### src/rtl/dsc_pkg.sv
`timescale 1ns/1ps
package dsc_pkg;
  typedef enum logic [2:0] {
    ACT_HOLD  = 3'd0,
    ACT_INC   = 3'd1,
    ACT_DEC   = 3'd2,
    ACT_LOAD  = 3'd3,
    ACT_CLEAR = 3'd4
  } cnt_act_e;

  localparam int STRB_UP = 0;
  localparam int STRB_DN = 1;
  localparam int NUM_STRB = 2;
endpackage

### src/rtl/dsc_strobe_sync.sv
`timescale 1ns/1ps
module dsc_strobe_sync #(
  parameter int N      = 2,
  parameter int STAGES = 2
) (
  input  logic         clk,
  input  logic         rst,
  input  logic [N-1:0] raw,
  output logic [N-1:0] level,
  output logic [N-1:0] rise
);
  localparam int LAST = STAGES - 1;

  logic [STAGES-1:0] chain [N];
  logic [N-1:0]      prev;

  for (genvar g = 0; g < N; g++) begin : g_strb
    always_ff @(posedge clk) begin
      if (rst) begin
        chain[g] <= '1;
        prev[g]  <= 1'b1;
      end else begin
        chain[g] <= {chain[g][STAGES-2:0], raw[g]};
        prev[g]  <= chain[g][LAST];
      end
    end
    assign level[g] = chain[g][LAST];
    assign rise[g]  = chain[g][LAST] & ~prev[g];
  end

  AST_RISE_ONE_CYCLE: assert property (@(posedge clk) disable iff (rst)
    (rise != '0) |=> ((rise & $past(rise)) == '0));
endmodule

### src/rtl/dsc_action_sel.sv
`timescale 1ns/1ps
module dsc_action_sel
  import dsc_pkg::*;
(
  input  logic                clr,
  input  logic                load_n,
  input  logic [NUM_STRB-1:0] level,
  input  logic [NUM_STRB-1:0] rise,
  output cnt_act_e            act
);
  logic inc_ok, dec_ok;

  assign inc_ok = rise[STRB_UP] & level[STRB_DN];
  assign dec_ok = rise[STRB_DN] & level[STRB_UP];

  always_comb begin
    if (clr)                  act = ACT_CLEAR;
    else if (!load_n)         act = ACT_LOAD;
    else if (inc_ok && dec_ok) act = ACT_HOLD;
    else if (inc_ok)          act = ACT_INC;
    else if (dec_ok)          act = ACT_DEC;
    else                      act = ACT_HOLD;
  end
endmodule

### src/rtl/dsc_count_core.sv
`timescale 1ns/1ps
module dsc_count_core
  import dsc_pkg::*;
#(
  parameter int WIDTH  = 4,
  parameter bit DECADE = 1'b1
) (
  input  logic             clk,
  input  logic             rst,
  input  cnt_act_e         act,
  input  logic [WIDTH-1:0] load_val,
  output logic [WIDTH-1:0] cnt
);
  localparam logic [WIDTH-1:0] TOP = DECADE ? WIDTH'(9) : {WIDTH{1'b1}};

  always_ff @(posedge clk) begin
    if (rst) begin
      cnt <= '0;
    end else begin
      case (act)
        ACT_CLEAR: cnt <= '0;
        ACT_LOAD:  cnt <= load_val;
        ACT_INC:   cnt <= (cnt >= TOP) ? '0 : cnt + WIDTH'(1);
        ACT_DEC:   cnt <= (cnt == '0) ? TOP : cnt - WIDTH'(1);
        default:   cnt <= cnt;
      endcase
    end
  end
endmodule

### src/rtl/dsc_term_flags.sv
`timescale 1ns/1ps
module dsc_term_flags #(
  parameter int WIDTH  = 4,
  parameter bit DECADE = 1'b1
) (
  input  logic             up_lvl,
  input  logic             dn_lvl,
  input  logic [WIDTH-1:0] cnt,
  output logic             carry_n,
  output logic             borrow_n
);
  localparam logic [WIDTH-1:0] TOP = DECADE ? WIDTH'(9) : {WIDTH{1'b1}};

  assign carry_n  = ~(~up_lvl & (cnt == TOP));
  assign borrow_n = ~(~dn_lvl & (cnt == '0));
endmodule

### src/rtl/dual_strobe_counter.sv
`timescale 1ns/1ps
module dual_strobe_counter
  import dsc_pkg::*;
#(
  parameter int WIDTH       = 4,
  parameter bit DECADE      = 1'b1,
  parameter int SYNC_STAGES = 2
) (
  input  logic             clk,
  input  logic             rst,
  input  logic             clr,
  input  logic             load_n,
  input  logic [WIDTH-1:0] load_val,
  input  logic             up_strb,
  input  logic             dn_strb,
  output logic [WIDTH-1:0] count,
  output logic             carry_n,
  output logic             borrow_n
);
  localparam logic [WIDTH-1:0] TOP = DECADE ? WIDTH'(9) : {WIDTH{1'b1}};

  logic [NUM_STRB-1:0] raw, level, rise;
  cnt_act_e            act;

  assign raw[STRB_UP] = up_strb;
  assign raw[STRB_DN] = dn_strb;

  dsc_strobe_sync #(.N(NUM_STRB), .STAGES(SYNC_STAGES)) u_sync (
    .clk(clk), .rst(rst), .raw(raw), .level(level), .rise(rise)
  );

  dsc_action_sel u_act (
    .clr(clr), .load_n(load_n), .level(level), .rise(rise), .act(act)
  );

  dsc_count_core #(.WIDTH(WIDTH), .DECADE(DECADE)) u_core (
    .clk(clk), .rst(rst), .act(act), .load_val(load_val), .cnt(count)
  );

  dsc_term_flags #(.WIDTH(WIDTH), .DECADE(DECADE)) u_flags (
    .up_lvl(level[STRB_UP]), .dn_lvl(level[STRB_DN]), .cnt(count),
    .carry_n(carry_n), .borrow_n(borrow_n)
  );

  AST_CLEAR_ZERO: assert property (@(posedge clk) disable iff (rst)
    clr |=> (count == '0));
  AST_LOAD_TAKES: assert property (@(posedge clk) disable iff (rst)
    (!clr && !load_n) |=> (count == $past(load_val)));
  AST_SINGLE_STEP: assert property (@(posedge clk) disable iff (rst)
    (!clr && load_n) |=> (count == $past(count) ||
                          count == (($past(count) >= TOP) ? '0 : $past(count) + WIDTH'(1)) ||
                          count == (($past(count) == '0) ? TOP : $past(count) - WIDTH'(1))));
  AST_CARRY_AT_TOP: assert property (@(posedge clk) disable iff (rst)
    !carry_n |-> (count == TOP));
  AST_BORROW_AT_ZERO: assert property (@(posedge clk) disable iff (rst)
    !borrow_n |-> (count == '0));
  AST_NO_COUNT_WHEN_OTHER_LOW: assert property (@(posedge clk) disable iff (rst)
    (!clr && load_n && !up_strb && !dn_strb && !level[STRB_UP] && !level[STRB_DN]) |=> $stable(count));
endmodule

### config.mk
export PLATFORM = sky130hd
export DESIGN_NAME = dual_strobe_counter
export DESIGN_NICKNAME = d
export VERILOG_FILES = /design/src/rtl/dsc_pkg.sv /design/src/rtl/dsc_strobe_sync.sv /design/src/rtl/dsc_action_sel.sv /design/src/rtl/dsc_count_core.sv /design/src/rtl/dsc_term_flags.sv /design/src/rtl/dual_strobe_counter.sv
export SDC_FILE = /design/constraint.sdc
export NUM_CORES = 1
export LEC_CHECK = 0
export ABC_AREA = 1
export ABC_CLOCK_PERIOD_IN_PS = 3420
export BUFFER_PORTS_ARGS = -buffer_cell sky130_fd_sc_hd__buf_2
export CAP_MARGIN = 40
export CORE_AREA = 2 2 39 41
export CTS_CLUSTER_SIZE = 12
export DETAILED_ROUTE_END_ITERATION = 12
export DIE_AREA = 0 0 41 43
export PLACE_DENSITY_LB_ADDON = 0.08
export SLEW_MARGIN = 20
export SYNTH_ARGS = -nofsm -noshare
export SYNTH_HDL_FRONTEND = slang
export SYNTH_SLANG_ARGS = --single-unit
### constraint.sdc
create_clock -name clk -period 3.42 [get_ports clk]
set_input_delay 0.513 -clock clk [delete_from_list [all_inputs] [get_ports clk]]
set_output_delay 0.513 -clock clk [all_outputs]
set_load 0.02 [all_outputs]
==> results of run 1 <==
[synth_stat cells]
cell type   n
xor2_1      1
nor2_4      2
nor2_1     11
nand2_2     2
nand3_1    14
a21oi_1     2
nand4_1     3
or2_1       1
or2_2       4
nor2_2      2
o21ai_2     1
inv_2       2
clkinv_2    1
buf_6       1
dfxtp_1    10
ha_1        3
inv_1      13
nor3b_1     1
nand2_1    28
[cell families after synthesis]
kind of cell	synth area share, %
flip-flops	30.4
AND/OR/NAND/NOR	48.8
AO/OA/AOI/OAI	2.85
adder cells (fa/ha/maj)	5.69
buffers and inverters	11.0
XOR/XNOR	1.33
[metrics by stage]
step | power (mW) | setup slack [ps] | util [%] | cell area [sq um]
4_1_cts | 0.279 | 1490 | 56.3 | 779
5_1_grt | 0.292 | 1370 | 56.3 | 779
2_1_floorplan | 0.158 | 1770 | - | 659
3_3_place_gp | 0.171 | 1830 | 53.7 | 743
3_5_place_dp | 0.172 | 1780 | 53.7 | 743
6_report | 0.276 | 1480 | 56.3 | 779
[per-layer routing]
| layer | wire length, um | track usage (%) |
|---|---|---|
| met5 | 0 | 0 |
| met2 | 606 | 29.4 |
| met1 | 637 | 23.9 |
| met3 | 45 | 4.71 |
| met4 | 40 | 12.0 |
[cell type report]
class | count | share of cell area [%]
multi-input cells | 75 | 49.6
flip-flops and latches | 10 | 25.7
well taps | 16 | 2.57
clock buffers | 4 | 4.65
inverters | 16 | 7.87
repair buffers | 15 | 9.63
[worst max-delay path by stage]
stage	from	depth (start not counted)	slack (ps)	to
6_report	u_core.cnt[0]	4	1480	borrow_n
5_1_grt	u_core.cnt[0]	4	1370	borrow_n
4_1_cts	u_core.cnt[0]	4	1490	borrow_n
3_5_place_dp	u_core.cnt[0]	4	1780	borrow_n
3_3_place_gp	u_core.cnt[0]	4	1830	borrow_n
2_1_floorplan	u_core.cnt[0]	3	1770	borrow_n
[registers in the layout, indices dropped and copies added, names as in the netlist]
| name | cells |
|---|---|
| u_core.cnt | 4 |
| u_sync.chain | 4 |
| u_sync.prev | 2 |
[cells in the final DEF (no fill, tap or decap), types with 3 or more instances in the layout]
cell      Yosys  routed
inv_1        13      13
nand2_1      28      28
or2_2         4       4
ha_1          3       3
clkbuf_4      0       3
buf_2         0      15
nor2_1       11      11
nand4_1       3       3
nand3_1      14      14
dfxtp_1      10      10
[power groups by stage]
stage          Sequential [mW]  Combinational (mW)  Clock (mW)
6_report                 0.126              0.0421       0.107
5_1_grt                  0.127              0.0477       0.117
4_1_cts                  0.126              0.0425       0.110
3_5_place_dp             0.129              0.0424           0
3_3_place_gp             0.129              0.0422           0
2_1_floorplan            0.129              0.0284           0
==> summary.md, run 1 <==
| Metric | Value |
|---|---|
| Run status | completed |
| Least-Margin Pin Slew | roughly 380 ps |
| CP Class | register to output pin |
| # Post-CTS Setup Buffers | 0 |
| Total number of vias | between 600 and 700 |
| Setup slack, reg-to-reg | around 1800 ps |
| Worst r2r src | u_core.cnt[0] |
| Final setup fails | 0 |
| Clk sink count | 10 |
| Die area | around 1800 sq um |
| First-pass GRT wire length | roughly 2.3 mm |
| Reg power frac | around 46% |
| Initial antenna violation count | 0 |
| Placed Cells | between 100 and 150 |
| Area leader, netlist | dfxtp_1 |
| WP buf/inv | 2 |
| Layout cells sized above 1 | between 20 and 30% |
| Power Internal | 0.203 mW |
| CTS buffer count | 3 |
| Average vias per placed instance | approximately 4.8 |
| Sequential area share after synthesis | slightly above 30% |
| PD cells | roughly 350 nW/um^2 |
| DRT Pass-1 Iters | 4 |
| Initial core utilization | a little under half |
| Multi-input logic area | about 390 sq um |
| Max capacitance violation total | 0 |
| WHS Path Cells | 1 |
| Cells after Synth | a little over 100 |
| Synth Area per Inst | roughly 6.5 sq um |
| Clk pwr share | approximately 39% |
| Die extent in x | 41 um |
| Synth top area share | approximately 30% |
| Crit path DAT | 1430 ps |
| Gr ovfl total | 0 |
| Tmin final | 1940 ps |
| Crit-path leading delay family | flip-flops |
| Startpoint types | register |
| Total net switching power | 0.0729 mW |
| Port bufs | 15 |
| Worst-path fanout max | 8 |
| Fin cells | 136 |
| Post-CTS Hold Buffers | 0 |
| Slew margin rel. | between 70 and 80% |
| Global placement routability congestion | about 0.80 |
| Syn Nets | roughly 120 |
| HP Start | u_sync.chain[0][0] |
| Register Area | 200 sq um |
| Clock-pin slew on the worst setup and hold paths | around 70 ps |
| Number of global-route vias before repair | between 500 and 600 |
| Worst Setup End Kind | output pin |
| Crit Reg-Reg Endpoint | u_core.cnt[1] |
| Die Ht | ~43 um |
| Critical path's slowest cell | dfxtp_1 |
| Root Buffer | clkbuf_4 |
| Number of antenna diodes | 0 |
| Drt drc | 0 |
| Fin. Hold Viols | 0 |
| Hold EP | u_sync.chain[0][1] |
| Post-DRT Antenna Nets | 0 |
| LEAKAGE | 0.441 nW |
| Worst EP required | between 2000 and 3000 ps |
| Post-synthesis cell type count | 19 |
| Drt initial violations | 19 |
| Clock Latency Late Sink | 270 ps |
| Detail Placement HPWL | about 1.1 mm |
| Top cells by area, synth | dfxtp_1 30%, nand2_1 16%, nand3_1 11%, inv_1 7.4%, nor2_1 6.3% |
| Cell Rows | 14 |
| Nets | between 100 and 150 |
| Largest net degree at the start of global routing | 10 |
| Comb power frac | 15.3% |
| Synth Warn # | 0 |
| Crit-path cells | inv_1 -> ha_1 -> nand3_1 -> buf_2 |
| TNS Setup | 0 ps |
| Core area | between 1000 and 1500 sq um |
| Clk buf depth | 2 |
| Largest stage delay on the critical path | 460 ps |
| Max Slew Vio Count | 0 |
| FMAX | around 520 MHz |
| RSZ-0062 raised after global routing | false |
| Hold WC Path Type | register to register |
| Clock skew | 4.43 ps |
| Min Hold Slack | between 400 and 500 ps |
| Post-synthesis register bit count | 10 |
| Final critical-path share of the clock period | 56.7% |
| H-Tree Depth | 1 |
| Fillers | roughly 140 |
| Cells on worst reg2reg path | 9 |
| Cts repair resizes | 0 |
| Total track usage | about a fifth |
| Switch share | between 20% and 30% |
| Peak VDD IR | 0.218 mV |
| WL/cell | ~10 um |
| Num ports | 16 |
| Drt total wl | ~1.3 mm |
| P&R area growth vs syn | 18.2% |
| TritonCTS clock tree | yes |
| Syn Std Cell Area | between 600 and 700 sq um |
Power figures use the tool's default switching activity.
==> run 2, diff against run 1 <==
--- a/config.mk
+++ b/config.mk
@@ -5,14 +5,14 @@
 export SDC_FILE = /design/constraint.sdc
 export NUM_CORES = 1
 export LEC_CHECK = 0
-export ABC_AREA = 1
-export ABC_CLOCK_PERIOD_IN_PS = 3420
+export ABC_AREA = 0
+export ABC_CLOCK_PERIOD_IN_PS = 1700
 export BUFFER_PORTS_ARGS = -buffer_cell sky130_fd_sc_hd__buf_2
 export CAP_MARGIN = 40
-export CORE_AREA = 2 2 39 41
+export CORE_AREA = 2 2 40 42
 export CTS_CLUSTER_SIZE = 12
 export DETAILED_ROUTE_END_ITERATION = 12
-export DIE_AREA = 0 0 41 43
+export DIE_AREA = 0 0 42 44
 export PLACE_DENSITY_LB_ADDON = 0.08
 export SLEW_MARGIN = 20
 export SYNTH_ARGS = -nofsm -noshare
==> constraint.sdc (replaced) <==
create_clock -name clk -period 1.7 [get_ports clk]
set_input_delay 0.255 -clock clk [delete_from_list [all_inputs] [get_ports clk]]
set_output_delay 0.255 -clock clk [all_outputs]
set_load 0.02 [all_outputs]
==> summary.md, run 2 <==
| Metric | Value |
|---|---|
| Commonest non-fill, non-tap cell in the layout | buf_2 |
| CP Class | register to register |
| Worst Setup End Kind | register |
| Final critical-path share of the clock period | 100% |
| Total number of vias | 538 (-17%) |
| DRT Pass-1 Iters | 4 (unchanged) |
| Synth Area per Inst | 9.50 sq um (+47%) |
| Nets | 98 (-27%) |
| Clock skew | 3.90 ps (-0.534 ps) |
| H-Tree Depth | 1 (unchanged) |
| Syn Std Cell Area | 579 sq um (-12%) |
| Area leader, netlist | dfxtp_1 |
| # Post-CTS Setup Buffers | 0 (unchanged) |
| Clock Latency Late Sink | 260 ps (about the same) |
| Total track usage | 16.2% (-3.4 points) |
| WP buf/inv | 1 (-1) |
| Num ports | 16 (unchanged) |
| Startpoint types | register |
| Top Registers | u_core.cnt (4), u_sync.chain (4), u_sync.prev (2) |
| Largest net degree at the start of global routing | 11 (+1) |
| Detail Placement HPWL | 993 um (-6.6%) |
| Hold WC Path Type | input port to register |
| CTS buffer count | 3 (unchanged) |
| Sequential area share after synthesis | 34.6% (+4.2 points) |
| Crit-path leading delay family | compound AO/OA/AOI/OAI gates |
| TritonCTS clock tree | yes |
| Max Slew Vio Count | 0 (unchanged) |
| Average vias per placed instance | 5.38 (+12%) |
| Post-synthesis register bit count | 10 (unchanged) |
| Synth top area share | 34.6% (+4.2 points) |
| Max capacitance violation total | 0 (unchanged) |
| Drt drc | 0 (unchanged) |
| Die area | 1850 sq um (+4.8%) |
| Post-synthesis cell type count | 30 (+11) |
| Peak VDD IR | 0.403 mV (+85%) |
| Tmin final | ~1700 ps |
| Drt total wl | 1.25 mm (-6.3%) |
| Run status | finished with violations |
| Critical path's slowest cell | or3b_4 |
| Least-Margin Pin Slew | 371 ps (-8.20 ps) |
| Power, Total | 0.557 mW (+100%) |
| Instance count on the critical path | 6 (+2) |
| Post-route cell area | 802 sq um (+2.9%) |
| Worst-path fanout max | 5 (-3) |
| Commonest cells in the netlist | 10 x dfxtp_1, 6 x or2_2, 4 x a22oi_1, 4 x inv_1, 4 x nor2_1 |
| Synth Warn # | 0 (unchanged) |
| P&R area growth vs syn | 38.4% |
| Global placement routability congestion | 0.823 (+2.5%) |
| Top_reg_cell synth | dfxtp_1 |
| Fin. Hold Viols | 0 (unchanged) |
| RSZ-0062 raised after global routing | true |
| Setup WS post-layout | -5.25 ps (-1490 ps) |
| Placed cell area | 747 sq um (+0.50%) |
| Cells on worst reg2reg path | 6 (-3) |
| Worst EP required | 1890 ps (-1020 ps) |
| EDFF count, synth | 0 (unchanged) |
| Ys async rst share | 0% (unchanged) |
| Syn Nets | 74 (-36%) |
| WHS Path Cells | 2 (+1) |
| Failing checks | setup timing |
| Gr ovfl total | 0 (unchanged) |
| Die Ht | 44 um (+2.3%) |
| Min Hold Slack | 174 ps (-237 ps) |
| Crit path DAT | 1900 ps (+470 ps) |
| Drt initial violations | 22 (+3) |
| Post-CTS Hold Buffers | 0 (unchanged) |
| Core area | 1420 sq um (+2.5%) |
| PD cells | 695 nW/um^2 (+96%) |
| Initial antenna violation count | 0 (unchanged) |
| Layout cells sized above 1 | 52.4% (+25 points) |
| Pre-CTS setup slack | 18.8 ps (-1760 ps) |
| Cells after Synth | 61 (-40%) |
| Slew margin rel. | 75.3% (+0.58 points) |
| Final setup fails | 1 (+1) |
| Fillers | 127 (-11%) |
| Root Buffer | clkbuf_4 |
| Crit-path cells | inv_4 -> ha_4 -> or3b_4 -> a2111oi_4 -> a22oi_1 -> a31oi_1 |
| Top cells by area, synth | dfxtp_1 35%, ha_1 6.5%, or2_2 6.5%, a22oi_1 5.2%, a2111oi_4 4.8% |
| Die extent in x | 42 um (+2.4%) |
| Most numerous cell in the Yosys netlist | dfxtp_1 |
| Clk buf depth | 2 (unchanged) |
| Number of antenna diodes | 0 (unchanged) |
| Post-DRT Antenna Nets | 0 (unchanged) |
| Port bufs | 15 (unchanged) |
| Cell Rows | 14 (unchanged) |
| Commonest non-fill, non-tap cells in the layout | 13 x buf_2, 7 x buf_4, 7 x dfxtp_1 |
| FMAX | just under 600 MHz |
| Initial core utilization | 40.8% (-6.8 points) |
| Largest stage delay on the critical path | 400 ps (-60 ps) |
| First-pass GRT wire length | 2.25 mm (-0.93%) |
| Number of global-route vias before repair | 496 (-14%) |
| WL/cell | 12.5 um (+27%) |
| Clk sink count | 10 (unchanged) |
| LEAKAGE | 0.322 nW (-27%) |
| Clock-pin slew on the worst setup and hold paths | 70 ps (about the same) |
run 2: changes by cell type after synthesis, sizes merged, moves of 2 or more:
cell / previous run / this run
a22oi: 0 / 4
nand2b: 0 / 3
nor2: 15 / 4
nand4: 3 / 0
nand3: 14 / 1
mux2i: 0 / 2
inv: 15 / 4
nand2: 30 / 2
run 2: layout make-up:
class                      count  area, sq um  share of cell area, %
timing repair buffer          21          129                   16.1
clock buffer                   4         36.3                   4.52
multi-input combinational     45          388                   48.4
tap                           16         20.0                   2.50
inverter                       4         20.0                   2.50
sequential                    10          209                   26.1
run 2: final timing paths:
path	endpoint	from	slack, ps
setup / recovery	u_core.cnt[2]	u_core.cnt[1]	-5
setup reg to reg	u_core.cnt[2]	u_core.cnt[1]	-5
hold reg to reg	u_sync.chain[0][1]	u_sync.chain[0][0]	410
hold / removal	u_sync.chain[0][0]	up_strb	170
run 2: what timing repair did:
item | 4_1_cts | 5_1_grt
cloned | 0 | 0
gates resized for setup | 7 | 1
endpoints found under the setup margin | 3 | 5
pin swaps | 1 | 4
run 2: logic make-up (layout without fill, tap and decap cells):
family | after synthesis | in the layout | share of synthesized area (%)
DFF | 10 | 10 | 34.6
adders and majority gates | 3 | 3 | 6.48
AOI/OAI and AO/OA | 13 | 13 | 19.7
muxes | 2 | 2 | 3.46
xor gates and xnor gates | 2 | 2 | 3.02
and+or+nand+nor | 25 | 25 | 27.6
buffers and inverters | 6 | 29 | 5.18
run 2: routing by layer:
layer	global-route usage (%)	vias to the layer above	wire length, um	share of wire [%]
li1	-	271	-	-
met1	23.4	240	596	48
met2	23.1	25	537	43
met3	2.92	2	100	8.0
met4	7.74	0	12	0.96
met5	0	-	0	0
run 2: power breakdown:
part | internal, mW | switching, mW
sequential | 0.242 | 0.00911
combinational | 0.0487 | 0.0441
clock | 0.130 | 0.0839
total | 0.420 | 0.137
run 2: worst reg2reg max path: stages, from the launching register on:
cell       delay [ps]
dfxtp_4           360
inv_4              40
ha_4              140
or3b_4            400
a2111oi_4         400
a22oi_1           130
a31oi_1           170
run 2: through the flow:
stage / std cells / util (%) / TNS [ps]
6_report: 100 / 56.5 / -5.25
5_1_grt: 100 / 56.5 / -354
4_1_cts: 100 / 56.3 / -1.85
3_5_place_dp: 97 / 52.6 / 0
3_3_place_gp: 97 / 52.6 / 0
2_1_floorplan: 61 / - / 0
==> run 3, diff against run 2 <==
--- a/config.mk
+++ b/config.mk
@@ -14,6 +14,7 @@
 export DETAILED_ROUTE_END_ITERATION = 12
 export DIE_AREA = 0 0 42 44
 export PLACE_DENSITY_LB_ADDON = 0.08
+export RECOVER_POWER = 100
 export SLEW_MARGIN = 20
 export SYNTH_ARGS = -nofsm -noshare
 export SYNTH_HDL_FRONTEND = slang
==> summary.md, run 3 (same netlist as run 2, synthesis figures left out) <==
| Metric | Value |
|---|---|
| Layout cells sized above 1 | 47.6% (-4.8 points) |
| Clock-pin slew on the worst setup and hold paths | 70 ps (about the same) |
| Setup WS post-layout | -5.25 ps (+0.000230 ps) |
| Startpoint types | register |
| Failing checks | setup timing |
| Clk sink count | 10 (unchanged) |
| Fin cells | 100 (unchanged) |
| DRT Pass-1 Iters | 4 (unchanged) |
| Tmin final | 1710 ps (-0.000230 ps) |
| Nets | 98 (unchanged) |
| PD cells | 698 nW/um^2 (+0.50%) |
| Clock Latency Late Sink | 260 ps (about the same) |
| H-Tree Depth | 1 (unchanged) |
| Drt drc | 0 (unchanged) |
| Slew margin rel. | 75.3% (unchanged) |
| Die area | 1850 sq um (unchanged) |
| Hold WC Path Type | input port to register |
| Worst Setup End Kind | register |
| Commonest non-fill, non-tap cells in the layout | 10 x buf_2, 8 x dfxtp_1, 7 x buf_4 |
| Pre-CTS setup slack | 18.8 ps (unchanged) |
| Drt total wl | 1.25 mm (+0.40%) |
| WL/cell | 12.5 um (+0.40%) |
| Commonest non-fill, non-tap cell in the layout | buf_2 |
| Die extent in x | 42 um (unchanged) |
| Crit path DAT | 1900 ps (about the same) |
| Placed Cells | 97 (unchanged) |
| Global placement routability congestion | 0.823 (unchanged) |
| Post-CTS Hold Buffers | 0 (unchanged) |
| Final setup fails | 1 (unchanged) |
| Largest net degree at the start of global routing | 11 (unchanged) |
| CTS buffer count | 3 (unchanged) |
| First-pass GRT wire length | 2.25 mm (unchanged) |
| Total track usage | 16.2% (unchanged) |
| Final critical-path share of the clock period | 100% (about the same) |
| RSZ-0062 raised after global routing | true |
| Average vias per placed instance | 5.38 (unchanged) |
| Initial core utilization | 40.8% (unchanged) |
| Final Util | 56.2% (-0.35 points) |
| P&R area growth vs syn | 37.6% |
| Number of antenna diodes | 0 (unchanged) |
| Least-Margin Pin Slew | 371 ps (unchanged) |
| Total number of vias | 538 (unchanged) |
| Num ports | 16 (unchanged) |
| Critical path's slowest cell | or3b_4 |
| Clock skew | 3.90 ps (+0.0000300 ps) |
| Detail Placement HPWL | 993 um (unchanged) |
| CP Class | register to register |
| Peak VDD IR | 0.403 mV (about the same) |
| TritonCTS clock tree | yes |
| Number of global-route vias before repair | 496 (unchanged) |
| Core area | 1420 sq um (unchanged) |
| Top Registers | u_core.cnt (4), u_sync.chain (4), u_sync.prev (2) |
| Worst EP required | 1890 ps (about the same) |
| Gr ovfl total | 0 (unchanged) |
| Worst-path fanout max | 5 (unchanged) |
| Post-DRT Antenna Nets | 0 (unchanged) |
| Largest stage delay on the critical path | 400 ps (about the same) |
| Crit-path cells | inv_4 -> ha_4 -> or3b_4 -> a2111oi_4 -> a22oi_1 -> a31oi_1 |
| Clk buf depth | 2 (unchanged) |
| Max capacitance violation total | 0 (unchanged) |
| Run status | finished with violations |
| Drt initial violations | 22 (unchanged) |
| Die Ht | 44 um (unchanged) |
| Max Slew Vio Count | 0 (unchanged) |
| FMAX | 586 MHz (about the same) |
| Cell Rows | 14 (unchanged) |
| Port bufs | 15 (unchanged) |
| Initial antenna violation count | 0 (unchanged) |
| Fin. Hold Viols | 0 (unchanged) |
| LEAKAGE | 0.309 nW (-4.0%) |
| Root Buffer | clkbuf_4 |
## run 3: changes by cell type in the layout (fill, tap and decap cells not counted)
cell / delta
buf_2: -3
clkbuf_1: +3
dfxtp_1: +1
dfxtp_2: -1
## run 3: power by group
group	total, mW	switching (mW)	internal (mW)
Sequential	0.251	0.00915	0.241
Combinational	0.0922	0.0443	0.0479
Clock	0.214	0.0839	0.130
## run 3: final timing paths
check / from / endpoint / slack [ps] / cells past startpoint
min reg2reg: u_sync.chain[0][0] / u_sync.chain[0][1] / 410 / 1
max reg2reg: u_core.cnt[1] / u_core.cnt[2] / -5 / 6
min: up_strb / u_sync.chain[0][0] / 170 / 2
max: u_core.cnt[1] / u_core.cnt[2] / -5 / 6
## run 3: what timing repair did
action                                  4_1_cts  5_1_grt
endpoints found under the hold margin         0        0
endpoints found under the setup margin        3        5
pin swaps                                     1        4
setup buffers                                 0        0
gates resized for setup                       7        1
## run 3: layout make-up
class                      instances  area, sq um
sequential                        10          208
tap                               16         20.0
inverter                           4         20.0
fill                             131          622
timing repair buffer              21          125
multi-input combinational         45          388
clock buffer                       4         36.3
## run 3: critical path: cells and delay by family, from the launching register on
kind / cells / cell delay [ps]
and+or+nand+nor: 1 / 400
AOI/OAI and AO/OA: 3 / 700
DFF: 1 / 360
buffers and inverters: 1 / 40
adders and majority gates: 1 / 140
## run 3: metal layers
| metal | global-route usage (%) | up-vias | wire length, um |
|---|---|---|---|
| met5 | 0 | - | 0 |
| met4 | 7.74 | 0 | 12 |
| met3 | 2.92 | 2 | 101 |
| met2 | 23.1 | 25 | 536 |
| met1 | 23.4 | 240 | 601 |
| li1 | - | 271 | - |
## run 3: through the flow
stage / hold slack (ps) / instance area (sq um) / setup TNS (ps) / power (mW)
after detailed placement: 399 / 747 / 0 / 0.347
after global routing: 164 / 797 / -397 / 0.588
final: 174 / 797 / -5.25 / 0.556
after CTS: 170 / 800 / -1.85 / 0.560
after global placement: 392 / 747 / 0 / 0.347
after floorplan: 359 / 614 / 0 / 0.310
